File: src/rtl/fracdiv_pkg.sv
package fracdiv_pkg;

    localparam int DIV_W   = 15;
    localparam int TRIM_W  = 9;
    localparam int SRC_W   = 4;
    localparam int DATA_W  = 32;
    localparam int CNT_W   = DIV_W + 1;

    // control word bit positions
    localparam int SRC_LSB   = 0;
    localparam int ACT_BIT   = 8;
    localparam int SW_BIT    = 9;
    localparam int OE_BIT    = 12;
    localparam int ON_BIT    = 15;
    localparam int DIV_LSB   = 16;
    // trim word bit position
    localparam int TRIM_LSB  = 23;

    typedef struct packed {
        logic [SRC_W-1:0]  src;
        logic              on;
        logic              oe;
        logic [DIV_W-1:0]  div;
        logic [TRIM_W-1:0] trim;
    } cfg_t;

    typedef struct packed {
        logic [CNT_W-1:0]  len;
        logic [TRIM_W-1:0] acc;
    } half_t;

    // length of the next half-period and the updated phase accumulator
    function automatic half_t next_half(logic [DIV_W-1:0] d,
                                        logic [TRIM_W-1:0] t,
                                        logic [TRIM_W-1:0] a);
        logic [TRIM_W:0] s;
        half_t h;
        s     = {1'b0, a} + {1'b0, t};
        h.acc = s[TRIM_W-1:0];
        h.len = {1'b0, d} + {{DIV_W{1'b0}}, s[TRIM_W]};
        return h;
    endfunction

endpackage

File: src/rtl/fracdiv_regs.sv
module fracdiv_regs
    import fracdiv_pkg::*;
#(
    parameter int ADDR_W    = 8,
    parameter int CTL_OFS   = 'h00,
    parameter int TRIM_OFS  = 'h10
) (
    input  logic              clk,
    input  logic              rst,
    input  logic              wr_en,
    input  logic [ADDR_W-1:0] addr,
    input  logic [DATA_W-1:0] wdata,
    output logic [DATA_W-1:0] rdata,
    input  logic              active_i,
    input  logic              xfer_i,
    output cfg_t              cfg_o,
    output logic              sw_live_o
);

    cfg_t cfg_q;
    logic sw_q;
    logic clr_q;

    logic wr_ctl, wr_trim;
    assign wr_ctl  = wr_en && (addr == ADDR_W'(CTL_OFS));
    assign wr_trim = wr_en && (addr == ADDR_W'(TRIM_OFS));

    always_ff @(posedge clk) begin
        if (rst) begin
            cfg_q <= '0;
            sw_q  <= 1'b0;
            clr_q <= 1'b0;
        end else begin
            clr_q <= xfer_i;
            if (wr_ctl) begin
                cfg_q.src <= wdata[SRC_LSB +: SRC_W];
                cfg_q.oe  <= wdata[OE_BIT];
                cfg_q.on  <= wdata[ON_BIT];
                cfg_q.div <= wdata[DIV_LSB +: DIV_W];
            end
            if (wr_trim)
                cfg_q.trim <= wdata[TRIM_LSB +: TRIM_W];
            if (wr_ctl && wdata[SW_BIT])
                sw_q <= 1'b1;
            else if (clr_q)
                sw_q <= 1'b0;
        end
    end

    assign cfg_o     = cfg_q;
    assign sw_live_o = sw_q & ~clr_q;

    always_comb begin
        rdata = '0;
        if (addr == ADDR_W'(CTL_OFS)) begin
            rdata[SRC_LSB +: SRC_W] = cfg_q.src;
            rdata[ACT_BIT]          = active_i;
            rdata[SW_BIT]           = sw_q;
            rdata[OE_BIT]           = cfg_q.oe;
            rdata[ON_BIT]           = cfg_q.on;
            rdata[DIV_LSB +: DIV_W] = cfg_q.div;
        end else if (addr == ADDR_W'(TRIM_OFS)) begin
            rdata[TRIM_LSB +: TRIM_W] = cfg_q.trim;
        end
    end

    // a request is dropped the cycle after a transfer unless rewritten
    assert_sw_selfclear_R6: assert property (@(posedge clk) disable iff (rst)
        (clr_q && !(wr_ctl && wdata[SW_BIT])) |=> !sw_q);

    // writing 1 always raises the request
    assert_sw_set_R6: assert property (@(posedge clk) disable iff (rst)
        (wr_ctl && wdata[SW_BIT]) |=> sw_q);

    // source code moves only on a control write
    assert_src_hold_R10: assert property (@(posedge clk) disable iff (rst)
        !wr_ctl |=> $stable(cfg_q.src));

endmodule

File: src/rtl/fracdiv_engine.sv
module fracdiv_engine
    import fracdiv_pkg::*;
(
    input  logic              clk,
    input  logic              rst,
    input  logic              on_i,
    input  logic [DIV_W-1:0]  div_sh,
    input  logic [TRIM_W-1:0] trim_sh,
    input  logic              sw_i,
    output logic              out_o,
    output logic              active_o,
    output logic              xfer_o
);

    logic              out_q, act_q;
    logic [CNT_W-1:0]  cnt_q;
    logic [TRIM_W-1:0] acc_q;
    logic [DIV_W-1:0]  run_div;
    logic [TRIM_W-1:0] run_trim;

    half_t h_run, h_new, h_start;
    logic  last, boundary, xfer;

    always_comb begin
        h_run    = next_half(run_div, run_trim, acc_q);
        h_new    = next_half(div_sh, trim_sh, acc_q);
        h_start  = next_half(run_div, run_trim, '0);
        last     = act_q && (cnt_q == CNT_W'(1));
        boundary = !act_q || (last && !out_q);
        xfer     = sw_i && boundary;
    end

    always_ff @(posedge clk) begin
        if (rst) begin
            out_q    <= 1'b0;
            act_q    <= 1'b0;
            cnt_q    <= '0;
            acc_q    <= '0;
            run_div  <= '0;
            run_trim <= '0;
        end else begin
            if (xfer) begin
                run_div  <= div_sh;
                run_trim <= trim_sh;
            end
            if (!act_q) begin
                if (!sw_i && on_i && (run_div != '0)) begin
                    act_q <= 1'b1;
                    out_q <= 1'b1;
                    cnt_q <= h_start.len;
                    acc_q <= h_start.acc;
                end else begin
                    acc_q <= '0;
                end
            end else if (!on_i && !out_q) begin
                act_q <= 1'b0;
                acc_q <= '0;
            end else if (!last) begin
                cnt_q <= cnt_q - CNT_W'(1);
            end else if (out_q) begin
                out_q <= 1'b0;
                if (!on_i) begin
                    act_q <= 1'b0;
                    acc_q <= '0;
                end else begin
                    cnt_q <= h_run.len;
                    acc_q <= h_run.acc;
                end
            end else if (xfer) begin
                if (div_sh == '0) begin
                    act_q <= 1'b0;
                    acc_q <= '0;
                end else begin
                    out_q <= 1'b1;
                    cnt_q <= h_new.len;
                    acc_q <= h_new.acc;
                end
            end else begin
                out_q <= 1'b1;
                cnt_q <= h_run.len;
                acc_q <= h_run.acc;
            end
        end
    end

    assign out_o    = out_q;
    assign active_o = act_q;
    assign xfer_o   = xfer;

    // a stopped divider always parks low
    assert_idle_low_R8: assert property (@(posedge clk) disable iff (rst)
        !act_q |-> !out_q);

    // the divider never runs with a zero divisor
    assert_no_zero_run_R7: assert property (@(posedge clk) disable iff (rst)
        act_q |-> (run_div != '0));

    // running ratio is frozen away from period boundaries
    assert_ratio_frozen_R5: assert property (@(posedge clk) disable iff (rst)
        (act_q && !(cnt_q == CNT_W'(1) && !out_q)) |=> ($stable(run_div) && $stable(run_trim)));

    // disable inside a high phase keeps it high until its last cycle
    assert_finish_high_R8: assert property (@(posedge clk) disable iff (rst)
        (act_q && out_q && !on_i && cnt_q != CNT_W'(1)) |=> out_q);

    // the last high cycle under disable ends low and idle
    assert_park_R8: assert property (@(posedge clk) disable iff (rst)
        (act_q && out_q && !on_i && cnt_q == CNT_W'(1)) |=> (!out_q && !act_q));

    // a half-period is never longer than div + 1
    assert_half_bound_R4: assert property (@(posedge clk) disable iff (rst)
        act_q |-> (cnt_q <= ({1'b0, run_div} + CNT_W'(1))));

endmodule

File: src/rtl/frac_refclk_div.sv
module frac_refclk_div
    import fracdiv_pkg::*;
#(
    parameter int ADDR_W   = 8,
    parameter int CTL_OFS  = 'h00,
    parameter int TRIM_OFS = 'h10
) (
    input  logic              clk,
    input  logic              rst,
    input  logic              reg_wr,
    input  logic [ADDR_W-1:0] reg_addr,
    input  logic [DATA_W-1:0] reg_wdata,
    output logic [DATA_W-1:0] reg_rdata,
    output logic [SRC_W-1:0]  src_sel_o,
    output logic              ref_clk_o,
    output logic              ref_pin_o,
    output logic              ref_pin_oe_o
);

    cfg_t cfg;
    logic sw_live, active, xfer, div_out;

    fracdiv_regs #(
        .ADDR_W   (ADDR_W),
        .CTL_OFS  (CTL_OFS),
        .TRIM_OFS (TRIM_OFS)
    ) u_regs (
        .clk       (clk),
        .rst       (rst),
        .wr_en     (reg_wr),
        .addr      (reg_addr),
        .wdata     (reg_wdata),
        .rdata     (reg_rdata),
        .active_i  (active),
        .xfer_i    (xfer),
        .cfg_o     (cfg),
        .sw_live_o (sw_live)
    );

    fracdiv_engine u_engine (
        .clk      (clk),
        .rst      (rst),
        .on_i     (cfg.on),
        .div_sh   (cfg.div),
        .trim_sh  (cfg.trim),
        .sw_i     (sw_live),
        .out_o    (div_out),
        .active_o (active),
        .xfer_o   (xfer)
    );

    assign src_sel_o    = cfg.src;
    assign ref_clk_o    = div_out;
    assign ref_pin_o    = div_out & cfg.oe;
    assign ref_pin_oe_o = cfg.oe;

endmodule

File: config.mk
export PLATFORM = sky130hd
export DESIGN_NAME = frac_refclk_div
export DESIGN_NICKNAME = d
export VERILOG_FILES = /design/src/rtl/fracdiv_pkg.sv /design/src/rtl/fracdiv_regs.sv /design/src/rtl/fracdiv_engine.sv /design/src/rtl/frac_refclk_div.sv
export SDC_FILE = /design/constraint.sdc
export NUM_CORES = 1
export LEC_CHECK = 0
export BUFFER_PORTS_ARGS = -buffer_cell sky130_fd_sc_hd__buf_2
export CAP_MARGIN = 20
export CORE_MARGIN = 1.5
export CORE_UTILIZATION = 26
export DETAILED_ROUTE_END_ITERATION = 10
export GPL_ROUTABILITY_DRIVEN = 0
export SYNTH_ARGS = -nofsm -noshare
export SYNTH_HDL_FRONTEND = slang
export SYNTH_SLANG_ARGS = --single-unit
File: constraint.sdc
create_clock -name clk -period 4.64 [get_ports clk]
set_input_delay 0.928 -clock clk [delete_from_list [all_inputs] [get_ports clk]]
set_output_delay 0.928 -clock clk [all_outputs]
set_load 0.01 [all_outputs]
==> run metrics, run 1 <==
FF+latch count, synth=83; WP data arrival=3.92 ns; Fin Clk Skew=0.01034 ns; Mapped Cells=744; H-tree levels=3; Avg Cell Area, Syn=7.551 sq um; proportion of layout cells with a drive suffix above 1=13.40%; area delta synth->final=13.21%; Boundary Pins=82; GRT overflow=0; layout filler cell count=approximately 2300; Via density=~5.3; Post-synth EDFFs=0; status=completed; Max-cap violations=0; number of global-route vias before repair=between 5000 and 6000; Nets=840; worst path required time=around 5 ns; cell leakage power=0.002436 uW; post-synthesis sequential area ratio=29.58%; warning count from the yosys run=0; Setup crit end kind=flop; WHS=roughly 0.46 ns; placement row count=53; initial antenna violation count=0; CTS Root Cell=clkbuf_16; post-route ant nets=0; Crit path largest cell delay=0.43 ns; DR vias=5532; post-synthesis async set-or-reset flop share=0%; Critical Path Most Common Cell=ha_1; pin count of the biggest net entering global routing=50; IO Port Bufs=between 60 and 70; hold_buf cts=0; relative slew slack=32.50%; CP Class=reg -> reg; top-count cell post-synth=nand2_1; Final Cycle Share=78.04%; DRC errors left=0; core area=21090 sq um; PD cells=236.7 nW/um^2; Starting DRT DRC Count=400; clk sinks=83; diode count=0; Setup TNS=0 ns; final hold violations=0; DR WL/cell=16.11 um; Detail Placement HPWL=12270 um; crit-path max FO=5; fmax=0.2762 GHz; most frequent cells after synthesis=136 x nand2_1, 83 x a21oi_1, 83 x dfxtp_1; clk buf depth=2; Synth area leaders=dfxtp_1 30%, nand2_1 9.1%, a21oi_1 7.4%; post_cts resized=0; Num CTS Buffers=9; clk_lat worst skew=between 0.3 and 0.4 ns; slowest CP cell=dfxtp_1; post-synthesis cell area=5618 sq um; final WL=16930 um; Worst Max-Slew Pin Slew=1.013 ns; Die ar.=approximately 22000 sq um; setup bufs post-CTS=0; first-pass GRT wire length=27480 um; TritonCTS clock tree=built; final setup fails=0; GRT Util Overall=15.71%; DIE HEIGHT=approximately 150 um; synth unique cells=69; Die W=150.0 um; drt pass-1 iters=5; Worst VDD drop=0.1590 mV; Clock transition at path regs=0.06 ns; Yosys top cell by area=dfxtp_1; Synth Flop Type=dfxtp_1; startpoint type of the worst setup path=flop; crit-path cells=ha_1 > a211oi_1 > o211ai_1 > a31oi_1 > nor2b_1 > o21ai_0 > nand2b_1 > ha_1 > ha_1 > and4_1 > nand4_1 > xnor2_1 > mux2i_1 > a2111oi_0 > a31o_2; RSZ-0062 raised after global routing=no; minimum clock period=3.621 ns; top cell type's share of synthesized area=between 20 and 30%; Hold Crit Class=reg -> reg; starting density of the core=between 20% and 30%; Final Max Slew Viols=0
## cell type report
type	instances	area, sq um	area share, %
clock buffers	11	242.7	3.817
inverters	14	52.55	0.8263
multi-input cells	592	3625	56.99
repair buffers	71	372.9	5.863
clock inverters	5	61.31	0.9640
flip-flops and latches	83	1662	26.13
well taps	275	344.1	5.410
## report_power, final
group	switching [uW]	internal (uW)	leakage, uW
combinational	26.1	12.3	0.00162
sequential	0.630	712	0.000668
clock	319	435	0.000150
## worst paths after layout
check	from	to	slack, ns	cells past startpoint
worst max register to register	u_engine.acc_q[1]$_SDFFE_PP0P_	u_engine.cnt_q[14]$_SDFFE_PP0P_	1.02	15
worst min-delay path	u_regs.cfg_o[27]$_SDFFE_PP0P_	u_regs.cfg_o[27]$_SDFFE_PP0P_	0.46	2
worst max-delay path	u_engine.acc_q[1]$_SDFFE_PP0P_	u_engine.cnt_q[14]$_SDFFE_PP0P_	1.02	15
worst min register to register	u_regs.cfg_o[27]$_SDFFE_PP0P_	u_regs.cfg_o[27]$_SDFFE_PP0P_	0.46	2
## kinds of logic after synthesis
kind of cell / synth area share [%]
compound gates: 21.40
xor+xnor: 6.860
fa+ha+maj: 6.058
buf+inv: 6.370
flops: 29.58
mux: 1.982
other cells: 0.06675
simple gates: 27.68
## per-layer routing
layer | global-route usage, % | share of wire [%]
met5 | 0 | 0
met2 | 25.07 | 46
met3 | 2.622 | 4.5
met4 | 5.931 | 2.2
met1 | 21.09 | 47
## sequential cells by signal, indices dropped and copies added, names as in the netlist, 9 cells and up
| register | flops |
|---|---|
| u_engine.acc_q | 9 |
| u_engine.cnt_q | 16 |
| u_engine.run_div | 15 |
| u_engine.run_trim | 9 |
| u_regs.cfg_o | 30 |
## per-stage QoR
stage               setup slack [ns]  util (%)  cell area (sq um)  std cells  total power [uW]
floorplan                      1.544         -               5644        751             751.3
global placement               1.092     28.72               6056       1035             767.4
detailed placement             1.074     28.72               6056       1035             767.4
CTS                            1.040     30.16               6360       1051              1514
global route                  0.7470     30.16               6360       1051              1553
finish                         1.019     30.16               6360       1051              1506
## cell usage in the layout (no fill, tap or decap), drive strengths merged, types with 7 or more instances in the layout
cell type  Yosys  routed
clkbuf        39      11
buf           23      71
nor2          39      39
xor2          15      15
nor3          21      21
inv           13      14
a21oi         83      83
a221oi         7       7
dfxtp         83      83
nand3         27      27
xnor2         29      29
mux2i         10      10
a22o           8       8
nor4          16      16
and3           7       7
ha            24      24
conb           1       8
and2          20      20
o21ai         25      25
nand2        136     136
nand4         12      12
o211ai        10      10
## critical path: cells and delay by family (launching register included)
family,cells,cell delay (ns)
mux,1,0.09
flops,1,0.43
compound gates,6,1.49
simple gates,4,0.64
xor+xnor,1,0.14
fa+ha+maj,3,0.76
No activity file was read; power rests on OpenSTA's default activity.
==> run 2, diff against run 1 <==
==> constraint.sdc (replaced) <==
create_clock -name clk -period 3.5 [get_ports clk]
set_input_delay 0.7 -clock clk [delete_from_list [all_inputs] [get_ports clk]]
set_output_delay 0.7 -clock clk [all_outputs]
set_load 0.01 [all_outputs]
==> run metrics, run 2 (synthesis results as in run 1) <==
Die ar.=22500 sq um (unchanged); Non-Filler Instances=1078 (+2.6%); hold_sp=u_regs.cfg_o[26]$_SDFFE_PP0P_; Worst Setup Slack post-DPL=0.06788 ns (-1.006 ns); Worst Max-Slew Pin Slew=0.9216 ns (-0.09095 ns); starting density of the core=26.64% (unchanged); pin count of the biggest net entering global routing=43 (-14%); clk_lat worst skew=0.36 ns (about the same); DRC errors left=0 (unchanged); fin worst setup slack=0.2528 ns (-0.7661 ns); area delta synth->final=18.33%; clk sinks=83 (unchanged); initial antenna violation count=0 (unchanged); commonest non-fill, non-tap cells in the layout=136 x nand2_1, 83 x a21oi_1, 83 x dfxtp_1, 64 x buf_2, 39 x nor2_1; CTS Root Cell=clkbuf_16; Fin Clk Skew=0.01196 ns (+0.001620 ns); TritonCTS clock tree=built; Final Max Slew Viols=0 (unchanged); Placed Area=6259 sq um (+3.3%); minimum clock period=3.247 ns (-0.3739 ns); clk buf depth=2 (unchanged); GRT met1 Usage=20.99% (-0.093 points); WP data arrival=3.51 ns (-0.41 ns); Via density=5.180 (-1.6%); Most Used Layer, Global Route=met2; Hold Crit Class=reg -> reg; crit-path max FO=5 (unchanged); diode count=0 (unchanged); Die W=150.0 um (unchanged); DIE HEIGHT=150.0 um (unchanged); worst path required time=3.76 ns (-1.18 ns); hold_buf cts=0 (unchanged); Final Cycle Share=92.78% (+15 points); Crit path max-delay family=compound AO/OA/AOI/OAI gates; max reg flops=30 (unchanged); Crit path largest cell delay=0.37 ns (-0.06 ns); number of global-route vias before repair=5259 (+3.9%); GR Util met2=27.04% (+2.0 points); Hold Path Stages=2 (unchanged); buffers and inverters on the worst path=2 (+2); CP Class=reg -> reg; DR vias=5584 (+0.94%); proportion of layout cells with a drive suffix above 1=18.06% (+4.7 points); DR WL/cell=16.51 um (+2.5%); Total Power=2003 uW (+33%); Max-cap violations=0 (unchanged); most common cell after layout, fill and taps aside=nand2_1; slowest CP cell=a2111oi_2; Clock transition at path regs=0.07 ns (about the same); r2r endpoint=u_engine.cnt_q[10]$_SDFFE_PP0P_; Detail Placement HPWL=13060 um (+6.5%); final setup fails=0 (unchanged); Num CTS Buffers=9 (unchanged); cell leakage power=0.002586 uW (+6.2%); startpoint type of the worst setup path=flop; worst r2r src=u_engine.acc_q[1]$_SDFFE_PP0P_; Worst R2R Setup Slack=0.25 ns (-0.77 ns); PD cells=301.3 nW/um^2 (+27%); GRT Util Overall=16.30% (+0.59 points); final WL=17800 um (+5.1%); Boundary Pins=82 (unchanged); Hold EP=u_regs.cfg_o[26]$_SDFFE_PP0P_; Setup crit end kind=flop; final hold violations=0 (unchanged); drt pass-1 iters=5 (unchanged); first-pass GRT wire length=28510 um (+3.7%); relative slew slack=38.56% (+6.1 points); GRT overflow=0 (unchanged); H-tree levels=3 (unchanged); status=completed; WHS=0.4681 ns (+0.004989 ns); RSZ-0062 raised after global routing=yes; fmax=0.3080 GHz (+12%); R2R depth=17 (+2); post-route cell area=6648 sq um (+4.5%); placement row count=53 (unchanged); Worst VDD drop=0.2522 mV (+59%); IO Port Bufs=64 (unchanged); Nets=867 (+3.2%); core area=21090 sq um (unchanged); post-route ant nets=0 (unchanged); Starting DRT DRC Count=288 (-28%); crit-path cells=buf_4 > ha_1 > a21o_1 > nand4_1 > a31oi_1 > o21ai_0 > nand2b_1 > a21o_1 > ha_4 > ha_1 > nand3_2 > buf_6 > nor3_2 > xnor2_1 > nand2_1 > o21ai_0 > a2111oi_2; GR Util met3=3.872% (+1.3 points); dpl cells=1062 (+2.6%)
run 2: cell types whose count changed in the layout (fill, tap and decap cells not counted), moves of 2 or more:
cell and change:
and4_1 -2, buf_4 +26, inv_6 +2, ha_4 +2, ha_1 -3
run 2: area by class of cell:
| class | instances | area (sq um) |
|---|---|---|
| Clock inverter | 7 | 81.33 |
| Inverter | 14 | 52.55 |
| Fill cell | 2296 | 14440 |
| Sequential cell | 83 | 1662 |
| Clock buffer | 9 | 225.2 |
| Timing Repair Buffer | 98 | 579.3 |
| Tap cell | 275 | 344.1 |
| Multi-Input combinational cell | 592 | 3704 |
run 2: where the power goes:
group | total, uW | switching, uW | internal (uW) | leakage [uW]
sequential | 945 | 0.627 | 944 | 0.000668
clock | 1010 | 440 | 566 | 0.000153
combinational | 52.7 | 35.9 | 16.8 | 0.00177
total | 2000 | 476 | 1530 | 0.00259
run 2: worst max path at each step:
| stage | start | end | slack, ns | cells past startpoint |
|---|---|---|---|---|
| 2_1_floorplan | u_engine.acc_q[1]$_SDFFE_PP0P_ | u_engine.cnt_q[14]$_SDFFE_PP0P_ | 0.45 | 15 |
| 6_report | u_engine.acc_q[1]$_SDFFE_PP0P_ | u_engine.cnt_q[10]$_SDFFE_PP0P_ | 0.25 | 17 |
| 5_1_grt | u_regs.cfg_o[3]$_SDFFE_PP0P_ | u_engine.cnt_q[14]$_SDFFE_PP0P_ | -0.02 | 15 |
| 3_5_place_dp | u_regs.cfg_o[1]$_SDFFE_PP0P_ | u_engine.cnt_q[14]$_SDFFE_PP0P_ | 0.07 | 15 |
| 3_3_place_gp | u_regs.cfg_o[1]$_SDFFE_PP0P_ | u_engine.cnt_q[14]$_SDFFE_PP0P_ | 0.09 | 15 |
| 4_1_cts | u_regs.cfg_o[1]$_SDFFE_PP0P_ | u_engine.cnt_q[14]$_SDFFE_PP0P_ | 0.05 | 15 |
run 2: worst min-delay path, stage by stage (launching register included):
cell and delay, ns:
dfxtp_1 0.32, nand2_1 0.05, a21oi_1 0.05
run 2: timing repair:
| action | in CTS | in global routing |
|---|---|---|
| endpoints found under the setup margin | 0 | 6 |
| setup buffers | 0 | 0 |
| gates resized for setup | 0 | 17 |
run 2: stage by stage:
step	utilization [%]	setup TNS, ns
floorplan	-	0
global placement	29.68	0
detailed placement	29.68	0
CTS	31.13	0
global route	31.52	-0.02271
finish	31.52	0
run 2: layer usage:
metal	routed length, um	vias up
li1	-	2758
met1	8056	2663
met2	8507	140
met3	903	23
met4	332	0
met5	0	-
